$ cat src/rtl/cpu_rst_seq_master.sv
module cpu_rst_seq_master #(
  parameter int ADDR_W = 32,
  parameter int DATA_W = 32,
  parameter int NCORE = 2,
  parameter int RST_LSB = 0,
  parameter int HALT_LSB = 4,
  parameter logic [ADDR_W-1:0] BASE_ADDR = 32'h4000_0000,
  parameter logic [ADDR_W-1:0] CTRL_OFS = 'h244,
  parameter logic [ADDR_W-1:0] LOCK_OFS = 'h004,
  parameter logic [ADDR_W-1:0] UNLOCK_OFS = 'h008,
  parameter logic [DATA_W-1:0] LOCK_KEY = 'h767B,
  parameter logic [DATA_W-1:0] UNLOCK_KEY = 'hDF0D,
  localparam int SEL_W = (NCORE > 1) ? $clog2(NCORE) : 1
) (
  input  logic              clk,
  input  logic              rst_n,
  input  logic              start_i,
  input  logic [SEL_W-1:0]  core_sel_i,
  output logic              busy_o,
  output logic              done_o,
  output logic              err_o,
  output logic              m_awvalid,
  input  logic              m_awready,
  output logic [ADDR_W-1:0] m_awaddr,
  output logic [2:0]        m_awprot,
  output logic              m_wvalid,
  input  logic              m_wready,
  output logic [DATA_W-1:0] m_wdata,
  output logic [DATA_W/8-1:0] m_wstrb,
  input  logic              m_bvalid,
  output logic              m_bready,
  input  logic [1:0]        m_bresp
);
  localparam logic [2:0] LAST = 3'd5;
  localparam logic [ADDR_W-1:0] A_CTRL = BASE_ADDR + CTRL_OFS;
  localparam logic [ADDR_W-1:0] A_LOCK = BASE_ADDR + LOCK_OFS;
  localparam logic [ADDR_W-1:0] A_UNLOCK = BASE_ADDR + UNLOCK_OFS;

  logic [2:0] step;
  logic [SEL_W-1:0] sel_q;
  logic start_q;
  logic [DATA_W-1:0] rst_bit, halt_bit;

  wire rise = start_i & ~start_q;
  wire aw_left = m_awvalid & ~m_awready;
  wire w_left = m_wvalid & ~m_wready;
  wire b_ok = m_bvalid & m_bready;
  wire bad = m_bresp != 2'b00;

  assign rst_bit = DATA_W'(1) << (RST_LSB + int'(sel_q));
  assign halt_bit = DATA_W'(1) << (HALT_LSB + int'(sel_q));
  assign m_awprot = 3'b000;
  assign m_wstrb = '1;

  always_comb begin
    m_awaddr = A_CTRL;
    m_wdata = '0;
    case (step)
      3'd0: begin m_awaddr = A_UNLOCK; m_wdata = UNLOCK_KEY; end
      3'd1: m_wdata = rst_bit;
      3'd2: m_wdata = rst_bit | halt_bit;
      3'd3: m_wdata = halt_bit;
      3'd4: m_wdata = '0;
      default: begin m_awaddr = A_LOCK; m_wdata = LOCK_KEY; end
    endcase
  end

  always_ff @(posedge clk or negedge rst_n) begin
    if (!rst_n) begin
      start_q <= 1'b0;
      busy_o <= 1'b0;
      done_o <= 1'b0;
      err_o <= 1'b0;
      step <= 3'd0;
      sel_q <= '0;
      m_awvalid <= 1'b0;
      m_wvalid <= 1'b0;
      m_bready <= 1'b0;
    end else begin
      start_q <= start_i;
      done_o <= 1'b0;
      if (!busy_o) begin
        if (rise) begin
          busy_o <= 1'b1;
          err_o <= 1'b0;
          step <= 3'd0;
          sel_q <= core_sel_i;
          m_awvalid <= 1'b1;
          m_wvalid <= 1'b1;
        end
      end else begin
        if (m_awvalid && m_awready) m_awvalid <= 1'b0;
        if (m_wvalid && m_wready) m_wvalid <= 1'b0;
        if (!m_bready && (m_awvalid || m_wvalid) && !aw_left && !w_left)
          m_bready <= 1'b1;
        if (b_ok) begin
          m_bready <= 1'b0;
          if (bad) err_o <= 1'b1;
          if (step == LAST) begin
            busy_o <= 1'b0;
            done_o <= 1'b1;
          end else begin
            m_awvalid <= 1'b1;
            m_wvalid <= 1'b1;
            step <= bad ? LAST : step + 3'd1;
          end
        end
      end
    end
  end
endmodule

$ cat config.mk
export PLATFORM = sky130hd
export DESIGN_NAME = cpu_rst_seq_master
export DESIGN_NICKNAME = d
export VERILOG_FILES = /design/src/rtl/cpu_rst_seq_master.sv
export SDC_FILE = /design/constraint.sdc
export NUM_CORES = 1
export LEC_CHECK = 0
export BUFFER_PORTS_ARGS = -buffer_cell sky130_fd_sc_hd__buf_2
export CAP_MARGIN = 20
export CELL_PAD_IN_SITES_DETAIL_PLACEMENT = 0
export CELL_PAD_IN_SITES_GLOBAL_PLACEMENT = 1
export CORE_MARGIN = 5
export CORE_UTILIZATION = 24
export CTS_CLUSTER_SIZE = 12
export DETAILED_ROUTE_END_ITERATION = 6
export GPL_ROUTABILITY_DRIVEN = 0
export PLACE_DENSITY = 0.75
export RECOVER_POWER = 100
export SLEW_MARGIN = 20
export SYNTH_ARGS = -nofsm -noshare
export SYNTH_HDL_FRONTEND = slang
export SYNTH_SLANG_ARGS = --single-unit
$ cat constraint.sdc
create_clock -name clk -period 1.53 [get_ports clk]
set_input_delay 0.153 -clock clk [delete_from_list [all_inputs] [get_ports clk]]
set_output_delay 0.153 -clock clk [all_outputs]
set_load 0.05 [all_outputs]
==> results of run 1 <==
-- stage by stage --
step | util | worst slack [ns] | instances | instance area (µm²)
2_1_floorplan | - | -0.205 | 187 | 1450
6_report | 0.334 | -0.285 | 230 | 1560
3_3_place_gp | 0.274 | -0.173 | 223 | 1280
4_1_cts | 0.330 | -0.298 | 230 | 1540
5_1_grt | 0.334 | -0.389 | 230 | 1560
3_5_place_dp | 0.274 | -0.211 | 223 | 1280
-- routing by layer --
layer	part of all wire	wire, µm	track usage
met1	0.36	796	0.0699
met2	0.55	1220	0.129
met3	0.080	178	0.0102
met4	0.012	27	0.0361
met5	0	0	0
-- final cells by class --
class,count,share of cell area
Clock buffer,4,0.0289
Inverter,9,0.0233
Multi-Input combinational cell,104,0.424
Sequential cell,11,0.178
Tap cell,54,0.0434
Timing Repair Buffer,48,0.302
-- registers in the layout, indices dropped and copies added, names as in the netlist --
name	flops
m_awvalid	1
done_o	1
busy_o	1
m_bready	1
start_q	1
sel_q	1
step	3
m_wvalid	1
err_o	1
-- kinds of logic after synthesis --
kind of cell | Yosys count
AOI/OAI and AO/OA | 21
adders and majority gates | 5
buffers and inverters | 72
DFF | 11
muxes | 2
other | 2
and+or+nand+nor | 24
-- how the worst max path moves through the flow --
stage / endpoint / cells past startpoint
2_1_floorplan: m_wdata[4] / 5
3_3_place_gp: m_wdata[0] / 6
3_5_place_dp: m_wdata[0] / 6
4_1_cts: m_wdata[12] / 7
5_1_grt: m_wdata[9] / 6
6_report: m_wdata[9] / 6
-- cell usage in the layout (no fill, tap or decap), types with 2 or more instances in the layout --
cell type	n
o21ai_2	2
dfrtp_1	9
buf_12	7
buf_6	15
a21oi_1	4
ha_4	4
buf_4	10
nand2_1	6
inv_2	4
buf_2	6
o21ai_1	2
nor2_4	2
clkbuf_1	8
nor2_1	6
nor2_2	2
conb_1	52
dfrtp_2	2
inv_1	4
clkbuf_8	3
o21ai_0	3
-- repair_timing --
item / in CTS / in global routing
resized for setup: 53 / 9
pin swaps: 7 / 1
endpoints found under the setup margin: 19 / 19
setup buffers: 2 / 0
hold buffers: 1 / 0
endpoints found under the hold margin: 11 / 0
==> results.toml, run 1 <==
[logic_synthesis]
ys_ff_latch = 11
yosysWarnings = 0
ys_seq_area_frac = 0.241
synth-edff-count = 0
synth.area.top_cells = "buf_4, dfrtp_1, ha_1"
synth_top_area_frac = 0.408
synth-adder-area-share = 0.0548
synthArstFlopShare = 1.00
synth_xor_area_frac = 0
synthSimpleGateAreaFrac = 0.105
synth_area_um2 = 1140
synth.area.mux_share = 0.0186
synth_top_family_by_area = "buffers and inverters"
synth_compound_area_frac = 0.132
yosysTopAreaCell = "buf_4"
synth_cell_types = 32
syn_inst = 137
avgSynthCellArea_um2 = 8.33
synth_common_cells = "buf_4, dfrtp_1, nor2_1"
synth.most_common_cell = "buf_4"
synth_ff_type = "dfrtp_1"

[outcome]
outcome = "finished with violations"
violations = "setup timing"

[sta]
hold_viol_final = 0
timing.setup.tns_ns = -4.40
min_period_ns = 1.81
finalMaxSlewViolations = 0
fmax_ghz = 0.551
rsz0062_at_grt = "yes"
holdWs_ns = 0.0616
worst_slew_pin_slew_ns = 0.601
worst_slack_ns = -0.285
clock_skew_ns = 0.00474
period_share = 1.19
setup_viol = 19
relSlewSlack = 0.601

[die]
initial_core_util = 0.245
core.rowCount = 25
die_area_um2 = 6230
core_um2 = 4660
die-width_um = 79.0
fp.dieH_um = 79.0
io_pins = 86

[critical_path]
cpPeakStageDelay_ns = 0.44
arrival_ns = 1.66
r2r_start = "step[1]"
path_cells = "buf_6 -> ha_4 -> nor3_4 -> nor3_2 -> nor2_4 -> buf_6"
cp_common_cell = "buf_6"
timing.rr.end = "step[2]"
start_kind = "register"
cp_max_fo = 5
worstRegToRegCells = 6
worst-path-buf-inv = 2
path_delay_family = "simple AND/OR/NAND/NOR gates"
end_kind = "output pin"
cp.required_ns = 1.38
criticalPathCategory = "reg -> out"
reg2reg_slack_ns = 0.18
slowest_stage = "dfrtp_2"
startpoint = "step[1]"

[hold_path]
worstHoldStart = "start_i"
hold_path.class = "in -> reg"
whs_endpoint = "start_q"
hold_depth = 1

[flow_run]
maxCapViolCount = 0

[drt]
first_iter_violations = 22
routed_wl_um = 2230
via_count = 837
wl_per_cell_um = 9.68
remaining_drc_errors = 0
vias_per_cell = 3.64
drt-pass1-iter-count = 4
ant_nets = 0

[clock_network]
clock-sinks = 11
clock_path_buffers = 2
numCtsBuffers = 3
root_buffer = "clkbuf_8"
cts_tree = "yes"
path_clk_slew_ns = 0.05
clkLatencyLatePin_ns = 0.23
htree_levels = 1

[global_route]
grt_pass1_vias = 817
grt_max_degree = 12
grtUsageTotal = 0.0674
grt-ovfl-total = 0
grt_pass1_wl_um = 3440
antenna_found_initial = 0

[cells_and_area]
fillers = 489
synthToLayoutAreaGrowth_pct = 36.4
multi_input_area_um2 = 659
diodes = 0
final_layout_size_suffix_gt1_frac = 0.386
nets = 191
register_area_um2 = 278

[placed_design]
dp_hpwl_um = 1830
io_buffers = 33
Power of run 1 is left out: the tool's default activity adds up to more than one toggle a clock period on the data nets, which glitch-free logic cannot reach.
==> inputs of run 2 (changes only) <==
--- a/config.mk
+++ b/config.mk
@@ -11,6 +11,7 @@
 export CELL_PAD_IN_SITES_GLOBAL_PLACEMENT = 1
 export CORE_MARGIN = 5
 export CORE_UTILIZATION = 24
+export CTS_BUF_LIST = sky130_fd_sc_hd__clkbuf_16
 export CTS_CLUSTER_SIZE = 12
 export DETAILED_ROUTE_END_ITERATION = 6
 export GPL_ROUTABILITY_DRIVEN = 0
==> run 2 against run 1 <==
Net effect:
- the flow still finishes with violations (setup timing)
- final cell count did not move
- routed wire length grew 0.58%
- sequential cell count stayed put
- die area did not move
- count of clock-buffer cells in the layout fell by 1
- sequential share of layout area shrank 0.42 points
- clock skew shrank 0.0021 ns
- core utilization rose by 0.81 points
- largest cell class unchanged
- hold slack got worse by 0.0028 ns
- maximum frequency is 0.17% lower
- worst setup slack lost 0.0031 ns
- register-to-register slack got worse by 0.02 ns
==> results.toml, run 2 (synthesis gave the netlist of run 1 again) <==
[outcome]
outcome = "finished with violations"
violations = "setup timing"

[cells_and_area]
final_common_cell = "conb_1"
largest_reg_flops = 3
final_layout_size_suffix_gt1_frac = 0.386
finish.utilization = 0.342
diodes = 0
synthToLayoutAreaGrowth_pct = 39.7
final_cell_mix = "conb_1, buf_6, dfrtp_1, buf_4"
nets = 191
largest_register = "step"

[drt]
wl_met2_um = 1230
ant_nets = 0
routed_wl_um = 2240
drt-pass1-iter-count = 3
via_count = 847
dr.max_layer_used = "met4"
wl_met3_um = 174
wl_per_cell_um = 9.74
first_iter_violations = 12
vias_per_cell = 3.68
wl_met1_um = 812
remaining_drc_errors = 0

[global_route]
grt-ovfl-total = 0
grt_pass1_vias = 817
antenna_found_initial = 0
grt_pass1_wl_um = 3440
grtUsageTotal = 0.0667
grt_max_degree = 12

[critical_path]
worstRegToRegCells = 6
end_kind = "output pin"
cp_max_fo = 5
arrival_ns = 1.66
r2r_start = "step[1]"
startpoint = "step[0]"
start_kind = "register"
criticalPathCategory = "reg -> out"
cp.required_ns = 1.38

[sta]
fmax_ghz = 0.550
setup_viol = 19
worst_slack_ns = -0.288
rsz0062_at_grt = "yes"
relSlewSlack = 0.601
timing.setup.tns_ns = -4.44
hold_viol_final = 0
finalMaxSlewViolations = 0
worst_slew_pin_slew_ns = 0.601
clock_skew_ns = 0.00262
min_period_ns = 1.82
period_share = 1.19

[placed_design]
dpl_worst_slack_ns = -0.211
dp_hpwl_um = 1830
io_buffers = 33

[hold_path]
hold_depth = 1
hold_path.class = "in -> reg"
worstHoldStart = "start_i"

[clock_network]
numCtsBuffers = 3
path_clk_slew_ns = 0.04
htree_levels = 1
clock-sinks = 11
clkLatencyLatePin_ns = 0.24
cts_tree = "yes"
clock_path_buffers = 2
root_buffer = "clkbuf_16"

[die]
initial_core_util = 0.245
die-width_um = 79.0
io_pins = 86
fp.dieH_um = 79.0
die_area_um2 = 6230
core.rowCount = 25
core_um2 = 4660

[flow_run]
maxCapViolCount = 0
-- run 2: cell count changes in the layout (fill, tap and decap cells not counted), sizes merged --
cell / delta
inv: +1
clkbuf: -1
-- run 2: routing by layer --
layer	up-vias	track usage
met3	2	0.0102
met5	-	0
met2	44	0.129
met1	390	0.0699
met4	0	0.0309
li1	411	-
-- run 2: timing repair --
item / 4_1_cts / 5_1_grt
gates resized for setup: 54 / 9
endpoints found under the setup margin: 19 / 19
hold buffers: 1 / 0
pin swaps: 7 / 1
endpoints found under the hold margin: 11 / 0
buffers inserted: 2 / 0
-- run 2: worst paths after layout --
path	endpoint	slack, ns
max reg2reg	step[2]	0.16
min in group asynchronous	err_o	0.43
max	m_wdata[9]	-0.29
min	start_q	0.06
max in group asynchronous	step[0]	0.68
min reg2reg	err_o	0.55
-- run 2: metrics by stage --
step	instances	area (µm²)	hold WS, ns
floorplan	187	1450	-0.143
global placement	223	1280	0.0350
detailed placement	223	1280	0.0334
CTS	230	1580	0.0433
global route	230	1590	0.0609
finish	230	1590	0.0588
-- run 2: final cells by class --
class | instances | area, µm²
fillers | 487 | 3070
repair buffers | 48 | 474
inverters | 9 | 36.3
well taps | 54 | 67.6
clock buffers | 3 | 75.1
clock inverters | 1 | 3.75
flip-flops and latches | 11 | 278
multi-input cells | 104 | 659
-- run 2: worst max-delay path, cell delays in order, from the launching register on --
cell	delay, ns
dfrtp_2	0.44
buf_6	0.13
ha_4	0.16
nor3_4	0.24
nor3_2	0.09
nor2_4	0.17
buf_6	0.19
Power of run 2 is left out for the same reason.
